### src/rtl/vbi_pkg.sv
package vbi_pkg;
   typedef enum logic [1:0] {
      VB_DISARMED = 2'd0,
      VB_IDLE     = 2'd1,
      VB_PENDING  = 2'd2
   } vb_state_e;
endpackage

### src/rtl/vbi_index_reg.sv
module vbi_index_reg #(
   parameter int DATA_W = 8,
   parameter int IDX_W  = 7
) (
   input  logic              clk,
   input  logic              rst_n,
   input  logic              idx_wr,
   input  logic [DATA_W-1:0] wr_data,
   output logic [IDX_W-1:0]  index_q
);
   initial begin
      if (IDX_W < 1 || IDX_W > DATA_W) $error("index width out of range");
   end

   always_ff @(posedge clk or negedge rst_n) begin
      if (!rst_n)      index_q <= '0;
      else if (idx_wr) index_q <= wr_data[IDX_W-1:0];
   end


   idx_hold_chk: assert property (@(posedge clk) disable iff (!rst_n)
      !idx_wr |=> $stable(index_q));
endmodule

### src/rtl/vbi_state_fsm.sv
module vbi_state_fsm
   import vbi_pkg::*;
#(
   parameter int DATA_W   = 8,
   parameter int ARM_BIT  = 4,
   parameter int GATE_BIT = 5
) (
   input  logic              clk,
   input  logic              rst_n,
   input  logic              vblank,
   input  logic              ctl_wr,
   input  logic [DATA_W-1:0] wr_data,
   output vb_state_e         state_q,
   output vb_state_e         state_d,
   output logic              arm_d,
   output logic              gate_d
);
   logic arm_q, gate_q;

   initial begin
      if (ARM_BIT >= DATA_W || GATE_BIT >= DATA_W || ARM_BIT == GATE_BIT)
         $error("control bit positions invalid");
   end

   always_comb begin
      state_d = state_q;
      arm_d   = arm_q;
      gate_d  = gate_q;
      if (ctl_wr) begin
         arm_d  = wr_data[ARM_BIT];
         gate_d = wr_data[GATE_BIT];
         if (!wr_data[ARM_BIT] && state_q == VB_PENDING)
            state_d = VB_DISARMED;
         else if (wr_data[ARM_BIT] && state_q == VB_DISARMED)
            state_d = VB_IDLE;
      end
      if (vblank && state_d != VB_DISARMED)
         state_d = VB_PENDING;
   end

   always_ff @(posedge clk or negedge rst_n) begin
      if (!rst_n) begin
         state_q <= VB_IDLE;
         arm_q   <= 1'b0;
         gate_q  <= 1'b0;
      end else begin
         state_q <= state_d;
         arm_q   <= arm_d;
         gate_q  <= gate_d;
      end
   end


   idle_to_pend_chk: assert property (@(posedge clk) disable iff (!rst_n)
      (vblank && state_q == VB_IDLE) |=> state_q == VB_PENDING);

   disarm_hold_chk: assert property (@(posedge clk) disable iff (!rst_n)
      (state_q == VB_DISARMED && !(ctl_wr && wr_data[ARM_BIT])) |=> state_q == VB_DISARMED);

   disarm_chk: assert property (@(posedge clk) disable iff (!rst_n)
      (ctl_wr && !wr_data[ARM_BIT] && state_q == VB_PENDING) |=> state_q == VB_DISARMED);

   rearm_chk: assert property (@(posedge clk) disable iff (!rst_n)
      (ctl_wr && wr_data[ARM_BIT] && state_q == VB_DISARMED && !vblank) |=> state_q == VB_IDLE);

   pend_keep_chk: assert property (@(posedge clk) disable iff (!rst_n)
      (state_q == VB_PENDING && !(ctl_wr && !wr_data[ARM_BIT])) |=> state_q == VB_PENDING);
endmodule

### src/rtl/vbi_sync_toggle.sv
module vbi_sync_toggle #(
   parameter bit TOGGLE_EN = 1'b1
) (
   input  logic clk,
   input  logic rst_n,
   input  logic rd,
   output logic rd_bit
);
   generate
      if (TOGGLE_EN) begin : g_toggle
         logic flag_q;
         always_ff @(posedge clk or negedge rst_n) begin
            if (!rst_n)  flag_q <= 1'b0;
            else if (rd) flag_q <= ~flag_q;
         end
         assign rd_bit = flag_q ^ rd;


         flip_chk: assert property (@(posedge clk) disable iff (!rst_n)
            rd |=> flag_q != $past(flag_q));

         flag_hold_chk: assert property (@(posedge clk) disable iff (!rst_n)
            !rd |=> $stable(flag_q));
      end else begin : g_fixed
         assign rd_bit = 1'b0;
      end
   endgenerate
endmodule

### src/rtl/vblank_irq_ctrl.sv
module vblank_irq_ctrl
   import vbi_pkg::*;
#(
   parameter int   DATA_W     = 8,
   parameter bit   WIDE_INDEX = 1'b1,
   parameter int   CTL_INDEX  = 'h11,
   parameter int   ARM_BIT    = 4,
   parameter int   GATE_BIT   = 5,
   parameter int   PEND_BIT   = 7,
   parameter int   SYNC_BIT   = 7,
   parameter bit   TOGGLE_EN  = 1'b1
) (
   input  logic              clk,
   input  logic              rst_n,
   input  logic              vblank_start,
   input  logic              crtc_idx_wr,
   input  logic              crtc_data_wr,
   input  logic [DATA_W-1:0] wr_data,
   input  logic              bus_is_pci,
   input  logic              gc_irq_en,
   input  logic [DATA_W-1:0] stat0_base,
   output logic [DATA_W-1:0] stat0_q,
   input  logic              ext_rd,
   output logic [DATA_W-1:0] ext_stat_q,
   output logic [DATA_W-1:0] crtc_index,
   output logic              irq_line
);
   localparam int IDX_W = WIDE_INDEX ? 7 : 6;

   initial begin
      if (DATA_W < 8) $error("data width too small");
      if (PEND_BIT >= DATA_W || SYNC_BIT >= DATA_W) $error("status bit out of range");
      if (CTL_INDEX >= (1 << IDX_W)) $error("control index not reachable");
   end

   logic [IDX_W-1:0] index_q;
   logic             ctl_wr, arm_d, gate_d, sync_bit, irq_en, irq_q;
   vb_state_e        state_q, state_d;

   vbi_index_reg #(.DATA_W(DATA_W), .IDX_W(IDX_W)) i_index (
      .clk(clk), .rst_n(rst_n), .idx_wr(crtc_idx_wr),
      .wr_data(wr_data), .index_q(index_q));

   assign ctl_wr = crtc_data_wr && (index_q == IDX_W'(CTL_INDEX));

   vbi_state_fsm #(.DATA_W(DATA_W), .ARM_BIT(ARM_BIT), .GATE_BIT(GATE_BIT)) i_fsm (
      .clk(clk), .rst_n(rst_n), .vblank(vblank_start), .ctl_wr(ctl_wr),
      .wr_data(wr_data), .state_q(state_q), .state_d(state_d),
      .arm_d(arm_d), .gate_d(gate_d));

   vbi_sync_toggle #(.TOGGLE_EN(TOGGLE_EN)) i_sync (
      .clk(clk), .rst_n(rst_n), .rd(ext_rd), .rd_bit(sync_bit));

   // only a PCI configuration ever drives the line; there the GC bit enables it
   assign irq_en = bus_is_pci && gc_irq_en;

   always_ff @(posedge clk or negedge rst_n) begin
      if (!rst_n) irq_q <= 1'b0;
      else        irq_q <= irq_en && (state_d == VB_PENDING) && arm_d && !gate_d;
   end

   assign irq_line   = irq_q;
   assign crtc_index = DATA_W'(index_q);

   always_comb begin
      stat0_q = stat0_base;
      if (state_q == VB_PENDING) stat0_q[PEND_BIT] = 1'b1;
      ext_stat_q = '0;
      ext_stat_q[SYNC_BIT] = sync_bit;
   end


   irq_pend_chk: assert property (@(posedge clk) disable iff (!rst_n)
      irq_line |-> state_q == VB_PENDING);

   irq_pci_chk: assert property (@(posedge clk) disable iff (!rst_n)
      !bus_is_pci |=> !irq_line);

   irq_en_chk: assert property (@(posedge clk) disable iff (!rst_n)
      !gc_irq_en |=> !irq_line);

   stat_pend_chk: assert property (@(posedge clk) disable iff (!rst_n)
      stat0_q[PEND_BIT] == (stat0_base[PEND_BIT] || (state_q == VB_PENDING)));
endmodule

### config.mk
export PLATFORM = sky130hd
export DESIGN_NAME = vblank_irq_ctrl
export DESIGN_NICKNAME = d
export VERILOG_FILES = /design/src/rtl/vbi_pkg.sv /design/src/rtl/vbi_index_reg.sv /design/src/rtl/vbi_state_fsm.sv /design/src/rtl/vbi_sync_toggle.sv /design/src/rtl/vblank_irq_ctrl.sv
export SDC_FILE = /design/constraint.sdc
export NUM_CORES = 1
export LEC_CHECK = 0
export BUFFER_PORTS_ARGS = -buffer_cell sky130_fd_sc_hd__buf_2
export CORE_MARGIN = 2
export CORE_UTILIZATION = 42
export DETAILED_ROUTE_END_ITERATION = 12
export PLACE_DENSITY = 0.88
export SLEW_MARGIN = 20
export SYNTH_ARGS = -nofsm -noshare
export SYNTH_HDL_FRONTEND = slang
export SYNTH_HIERARCHICAL = 1
export SYNTH_SLANG_ARGS = --single-unit
### constraint.sdc
create_clock -name clk -period 2.85 [get_ports clk]
set_input_delay 0.1425 -clock clk [delete_from_list [all_inputs] [get_ports clk]]
set_output_delay 0.1425 -clock clk [all_outputs]
set_load 0.1 [all_outputs]
==> results of run 1 <==
## registers in the layout (all words and copies together), names as in the netlist
register                count
i_fsm/arm_q                 1
i_fsm/gate_q                1
i_fsm/state_q               2
i_index/index_q             7
i_sync/g_toggle.flag_q      1
irq_line                    1
## timing repair
item / 4_1_cts / 5_1_grt
hold endpoints to repair: 14 / 0
hold buffers: 2 / 0
gates resized for setup: 0 / 0
## cell families (layout without fill, tap and decap cells)
family                    Yosys count  count (layout)  share of synthesized area, %
buffers and inverters              20              34                          20.5
DFF                                13              13                          47.0
muxes                               9               9                          18.4
and+or+nand+nor                     7               7                          7.39
AOI/OAI and AO/OA                   4               4                          3.60
xor gates and xnor gates            2               2                          2.52
other                               1               8                         0.540
## power breakdown
part	switching [mW]	internal, mW
combinational	0.223	0.0525
clock	0.0559	0.0541
sequential	0.0170	0.209
## cell type report
type,instances,area share [%]
clock buffers,4,3.37
inverters,3,1.44
multi-input cells,30,32.2
flip-flops and latches,13,41.8
well taps,16,2.56
repair buffers,27,18.6
## worst paths after layout
path,from,to,slack (ps),cells after the start
hold reg to reg,i_fsm/arm_q$_DFF_PN0_,i_fsm/arm_q$_DFF_PN0_,500,1
setup / recovery,i_index/index_q[5]$_DFFE_PN0P_,irq_line$_DFF_PN0_,940,5
hold / removal,ext_rd,i_sync/g_toggle.flag_q$_DFFE_PN0P_,90,2
setup reg to reg,i_index/index_q[5]$_DFFE_PN0P_,irq_line$_DFF_PN0_,940,5
min in group asynchronous,rst_n,i_fsm/gate_q$_DFF_PN0_,290,2
max in group asynchronous,rst_n,i_fsm/state_q[0]$_DFF_PN1_,2290,2
## metrics by stage
stage / power, mW / area, µm² / instances / hold WS (ps) / worst slack [ps]
2_1_floorplan: 0.527 / 721 / 63 / -153 / 586
3_3_place_gp: 0.498 / 734 / 87 / 33.0 / 999
3_5_place_dp: 0.506 / 734 / 87 / 40.6 / 969
4_1_cts: 0.621 / 781 / 93 / 82.9 / 940
5_1_grt: 0.638 / 781 / 93 / 76.1 / 789
6_report: 0.611 / 781 / 93 / 86.6 / 937
## metal layers
metal / routed length [µm] / up-vias / GRT usage [%]
met2: 547 / 20 / 20.0
met5: 0 / - / 0
met4: 4 / 0 / 7.27
met1: 423 / 206 / 13.9
met3: 101 / 2 / 4.08
li1: - / 205 / -
## cell usage in the layout, fill, tap and decap left out, drive strengths merged
cell,instances
and4b,1
dlygate4sd3,2
o21ai,1
mux2,9
dfrtp,12
a21o,1
xor2,2
nand3b,1
dfstp,1
conb,8
nor2,2
a21oi,1
and3,1
nor4bb,2
a22oi,1
inv,3
buf,25
clkbuf,4
## synthesized netlist by cell type
master / n
mux2_4: 7
a21o_1: 1
nor2_1: 2
buf_6: 1
buf_4: 16
nor4bb_1: 2
dfstp_2: 1
mux2_2: 2
and4b_1: 1
nand3b_1: 1
o21ai_0: 1
dfrtp_1: 12
inv_1: 3
a21oi_1: 1
xor2_1: 2
and3_1: 1
conb_1: 1
a22oi_1: 1
==> flow_results.org, run 1 <==
** Floorplanning
- Area of the die :: 1990 µm²
- The die is between 40 and 50 µm tall.
- Boundary pin count :: 49
- In this run the standard cell core region covers between 1500 and 2000 µm².
- Effective utilization at floorplan :: a little under half
- From left edge to right edge, the die measures 44.7 µm.
- In this run the core area contains 14 standard-cell rows.

** Global routing
- The first global-routing pass estimated 1700 µm of wire.
- For this run, the total global-route usage over all layers was measured as about an eighth.
- Overall overflow remaining after global route :: 0
- Maximum number of pins on one net before global-route repair :: 14
- Via count of the first global-routing pass :: 408
- Number of antenna violations at the first check in global routing :: 0

** Outcome
- Run status :: completed

** STA
- Hold Fails Final Rpt :: 0
- Accumulated negative setup slack :: 0 ps
- The routed design could run at a clock period as short as 1910 ps.
- Setup repair after global routing missed its margin :: false
- Maximum frequency from static timing analysis :: 523 MHz
- Setup violations remaining at the end of the flow were counted as 0.
- The clock arrives with 6.32 ps of skew.
- The total count of max-transition violations in the final report came to 0.
- Of the available clock period, the critical path in the final layout requires between 60% and 70%.

** Cells and area
- Diodes inserted :: 0
- Relative to the synthesized area, the layout overhead comes to 12.4%.
- Area of the multi-input gates :: approximately 250 µm²
- Cells with a size suffix above 1 make up 49.4% of the layout.
- Count of filler cells inserted in the layout :: 135
- Cells fill 51.2% of the core in the end.
- Final nets :: 102
- Storage cell area :: approximately 330 µm²

** Critical path
- For this run, the slowest stage of the critical path takes 400 ps.
- The setup path with the least slack is of type reg2reg.
- Along the worst path, the maximum fanout reaches 5.
- At the worst endpoint, the arrival time is 2130 ps.
- Most frequent cell on the critical path :: nor4bb_1
- The number of buffers and inverters on the critical path is 0.
- Capturing element type of the critical path :: flop
- Startpoint kind of the worst setup timing path :: flop
- Crit path cell chain :: nor4bb_1, and4b_1, mux2_2, nor4bb_1, and3_1
- STA puts the critical path data required time at 3060 ps.
- On the critical path the largest part of the delay comes from simple AND/OR/NAND/NOR gates.
- The largest individual stage delay along the critical path comes from the cell dfrtp_1.

** CTS
- The tree is rooted in a clkbuf_4.
- TritonCTS created 3 clock buffers.
- Total number of H-tree levels :: 1
- After clock tree synthesis, the clock-pin slew on the worst setup and hold paths is 80 ps.
- TritonCTS built the clock tree.
- The clock passes through at most 2 buffers.
- Setup Fix Bufs, Post-CTS :: 0
- Clock latency on the worst-skew pair :: 270 ps
- The clock drives 13 sinks.

** Placed design
- During placement, the flow inserted port buffers numbering 25.
- Routability congestion estimate from global placement :: 0.688
- DP Wirelength :: between 800 and 900 µm

** Route
- Number of vias after detailed routing :: 433
- # DRC :: 0
- WL/cell :: 11.6 µm
- 1st-pass router iterations :: 3
- Via-to-Cell Ratio :: 4.66
- Wires add up to 1080 µm.
- Antenna-violating nets left :: 0
- First DRT Iteration DRCs :: 3

** Job
- Number of maximum-capacitance constraint violations :: 0

** Synthesis
- Post-synthesis sequential area ratio :: 47.0%
- Gate count after technology mapping :: 56
- Number of flip-flops and latches in the synthesized netlist :: 13
- Top post-synthesis cells by area :: dfrtp_1 (43%), buf_4 (17%), mux2_4 (15%)
- Count of cell types in the netlist :: 18
- The largest total area in the synthesized netlist belongs to dfrtp_1.
- Combined area of all synthesized cells :: just under 700 µm²
- Summed over its instances, the top area cell type makes up ~43% of the synthesized netlist area.
- A synthesized cell averages 12.4 µm².
- The Yosys step of the flow raised 6 warnings.

** Power and ir drop
- IR analysis of the VDD net gives a maximum drop of 0.000351 V.
- Power density over the cells :: 783 nW/µm²
- In this run the static leakage power is between 0.4 and 0.5 nW.

** Hold path
- Path type of the worst min-delay path :: in2reg
No activity file was read; power rests on OpenSTA's default activity.
==> run 2, diff against run 1 <==
--- a/config.mk
+++ b/config.mk
@@ -7,9 +7,9 @@
 export LEC_CHECK = 0
 export BUFFER_PORTS_ARGS = -buffer_cell sky130_fd_sc_hd__buf_2
 export CORE_MARGIN = 2
-export CORE_UTILIZATION = 42
+export CORE_UTILIZATION = 35
 export DETAILED_ROUTE_END_ITERATION = 12
-export PLACE_DENSITY = 0.88
+export PLACE_DENSITY = 0.79
 export SLEW_MARGIN = 20
 export SYNTH_ARGS = -nofsm -noshare
 export SYNTH_HDL_FRONTEND = slang
==> constraint.sdc (replaced) <==
create_clock -name clk -period 1.6 [get_ports clk]
set_input_delay 0.08 -clock clk [delete_from_list [all_inputs] [get_ports clk]]
set_output_delay 0.08 -clock clk [all_outputs]
set_load 0.1 [all_outputs]
==> flow_results.org, run 2 (same netlist as run 1, synthesis figures left out) <==
** Outcome
- Run status :: finished, violations left
- Violations in the final reports :: negative setup slack

** Route
- The met3 wirelength from detailed routing was 99 µm (-2.0%).
- The wire length after detailed routing came to 1350 µm (+26%).
- The routed length on met1 is 601 µm (+42%).
- Routed signal wires occupy layers up through met3.
- Via-to-Cell Ratio :: 4.14 (-11%)
- The post-route antenna net violation count is 0 (unchanged).
- The number of search-and-repair iterations in the first detailed-routing pass was 4 (+1).
- The wire length on met2 came to 652 µm (+19%).
- # DRC :: 0 (unchanged)
- Number of vias after detailed routing :: 468 (+8.1%)
- The wire length per cell after detailed routing came to 12.0 µm (+3.4%).
- First DRT Iteration DRCs :: 13 (+10)

** STA
- The fmax was 530 MHz (+1.3%).
- Fin Clk Skew :: 5.96 ps (-0.357 ps)
- Final worst-path cycle share :: 118% (+51 points)
- The number of hold violations in the final report is 0 (unchanged).
- Setup repair after global routing could not meet its margin everywhere.
- The count of final setup violators is 3 (+3).
- Number of max-slew violations in the final report :: 0 (unchanged)
- Final min period :: 1890 ps (-24.8 ps)
- Accumulated negative setup slack :: -613 ps (-613 ps)
- The hold slack came to 21.6 ps (-65.0 ps).
- The worst path setup slack after routing was -288 ps (-1230 ps).

** CTS
- Worst-case clock buffer depth :: 2 (unchanged)
- Clock latency on the worst-skew pair :: 260 ps (about the same)
- TritonCTS built the clock tree.
- The total clock buffers created by CTS is 3 (unchanged).
- The cell sitting at the root of the clock tree is a clkbuf_4.
- Total number of H-tree levels :: 1 (unchanged)
- The clock net sink count was 13 (unchanged).
- Clock slew at reported path FFs :: 80 ps (about the same)

** Floorplanning
- The core area was 1920 µm² (+26%).
- Total number of placement rows :: 16 (+2)
- The starting utilization of the core area was 36.1% (-9.4 points).
- Boundary pin count :: 49 (unchanged)
- Die H :: 48.5 µm (+8.7%)
- The total die area came to 2360 µm² (+18%).
- Die span in x :: 48.5 µm (+8.7%)

** Global routing
- The first-pass GRT wire length came to 2140 µm (+26%).
- The overall fraction of global-route tracks in use is 11.6% (-0.67 points).
- The total grt overflow came to 0 (unchanged).
- The via count of the first global-routing pass is 490 (+20%).
- The initial antenna violation count is 0 (unchanged).
- The largest net degree at the start of global routing came to 14 (unchanged).

** Power and ir drop
- Power density over the cells :: 1240 nW/µm² (+58%)
- The leakage power of the design was 0.461 nW (+11%).
- The maximum vdd drop is 0.000595 V (+69%).
- The total chip power is 1.13 mW (+84%).

** Cells and area
- The end-of-flow core utilization was 47.3% (-4.0 points).
- Number of flip-flops under the largest register name :: 7 (unchanged)
- Diodes inserted :: 0 (unchanged)
- Layout cell share with drive strength beyond 1 :: 68.6% (+19 points)
- Leaving out fill and tap cells, the most frequent cells in the layout are buf_2 (25), mux2_4 (9), conb_1 (8), buf_4 (8), dfrtp_1 (5).
- Final nets :: 111 (+8.8%)
- Largest registers ranked by flip-flop count :: i_index/index_q x7, i_fsm/state_q x2
- The count of non-filler cells in the finished layout is 113 (+22%).
- The number of filler instances in the final layout is 181 (+34%).
- The area growth from synthesis to layout is 30.8%.
- The post-route cell area is 908 µm² (+16%).
- The library cell used most frequently in the layout, excluding fill and tap cells, is buf_2.
- Top register by number of flip-flops :: i_index/index_q

** Critical path
- STA classifies the critical path startpoint as a flop.
- The maximum fanout encountered on the critical timing path is 4 (-1).
- Data arrival time at the worst-slack endpoint :: 2100 ps (-30 ps)
- Launch instance of the worst register-to-register path :: i_index/index_q[6]$_DFFE_PN0P_
- The worst setup path is of the reg2reg kind.
- In this run the critical register-to-register path is captured at irq_line$_DFF_PN0_.
- WP data required :: 1810 ps (-1250 ps)
- The worst setup path is captured at a flop.
- The worst reg-to-reg path cell count came to 5 (unchanged).
- The setup slack of the worst register-to-register path came to -290 ps (-1230 ps).

** Hold path
- Terminating pin of the worst hold path :: i_sync/g_toggle.flag_q$_DFFE_PN0P_
- The count of cells along the worst hold path came to 2 (unchanged).
- The path class of the tightest hold or removal check is in2reg.
- In this run the most critical hold path is launched from ext_rd.

** Placed design
- The total placed instance area was 818 µm² (+11%).
- Port Buf Inserts :: 25 (unchanged)
- Placed cell count :: 104 (+20%)
- The pre-CTS setup slack is -244 ps (-1210 ps).
- The HPWL after detailed placement was 1040 µm (+21%).
- The global placer's final weighted congestion came to 0.701 (+1.9%).

** Job
- Number of maximum-capacitance constraint violations :: 0 (unchanged)
==> run 2: changes by cell type in the layout (fill, tap and decap cells not counted), sizes merged <==
cell / delta
buf: +10
dlygate4sd3: -1
==> run 2: worst max path at each step <==
stage,startpoint,to,slack [ps],cells past startpoint
after floorplan,i_index/index_q[6]$_DFFE_PN0P_,irq_line$_DFF_PN0_,-330,5
after global placement,i_index/index_q[6]$_DFFE_PN0P_,irq_line$_DFF_PN0_,-170,5
after detailed placement,i_index/index_q[6]$_DFFE_PN0P_,irq_line$_DFF_PN0_,-240,5
after CTS,i_index/index_q[6]$_DFFE_PN0P_,irq_line$_DFF_PN0_,-240,5
after global routing,i_index/index_q[6]$_DFFE_PN0P_,irq_line$_DFF_PN0_,-400,6
final,i_index/index_q[6]$_DFFE_PN0P_,irq_line$_DFF_PN0_,-290,5
==> run 2: final cells by class <==
cell class	count	area (µm²)	share of cell area, %
clock buffers	4	26.3	2.89
inverters	3	11.3	1.24
multi-input cells	30	277	30.4
flip-flops and latches	13	343	37.7
well taps	27	33.8	3.72
repair buffers	36	218	24.0
==> run 2: critical path, cell delays in order (launching register included) <==
cell	delay, ps
dfrtp_4	490
nor4bb_2	260
and4b_2	310
mux2_4	320
nor4bb_2	270
and3_1	180
==> run 2: layer usage <==
| metal | GRT usage (%) | vias up |
|---|---|---|
| met5 | 0 | - |
| met4 | 2.86 | 0 |
| met3 | 3.70 | 0 |
| met2 | 19.4 | 20 |
| met1 | 14.7 | 226 |
| li1 | - | 222 |
==> run 2: report_power, final <==
part	switching [mW]	internal [mW]
clock network	0.0983	0.0962
logic	0.407	0.118
registers	0.0283	0.378
==> run 2: what timing repair did <==
item / in CTS / in global routing
pin swaps: 4 / 4
setup buffers: 2 / 2
resized for setup: 2 / 3
setup endpoints to repair: 2 / 3
hold endpoints to repair: 13 / 0
hold buffers: 1 / 0
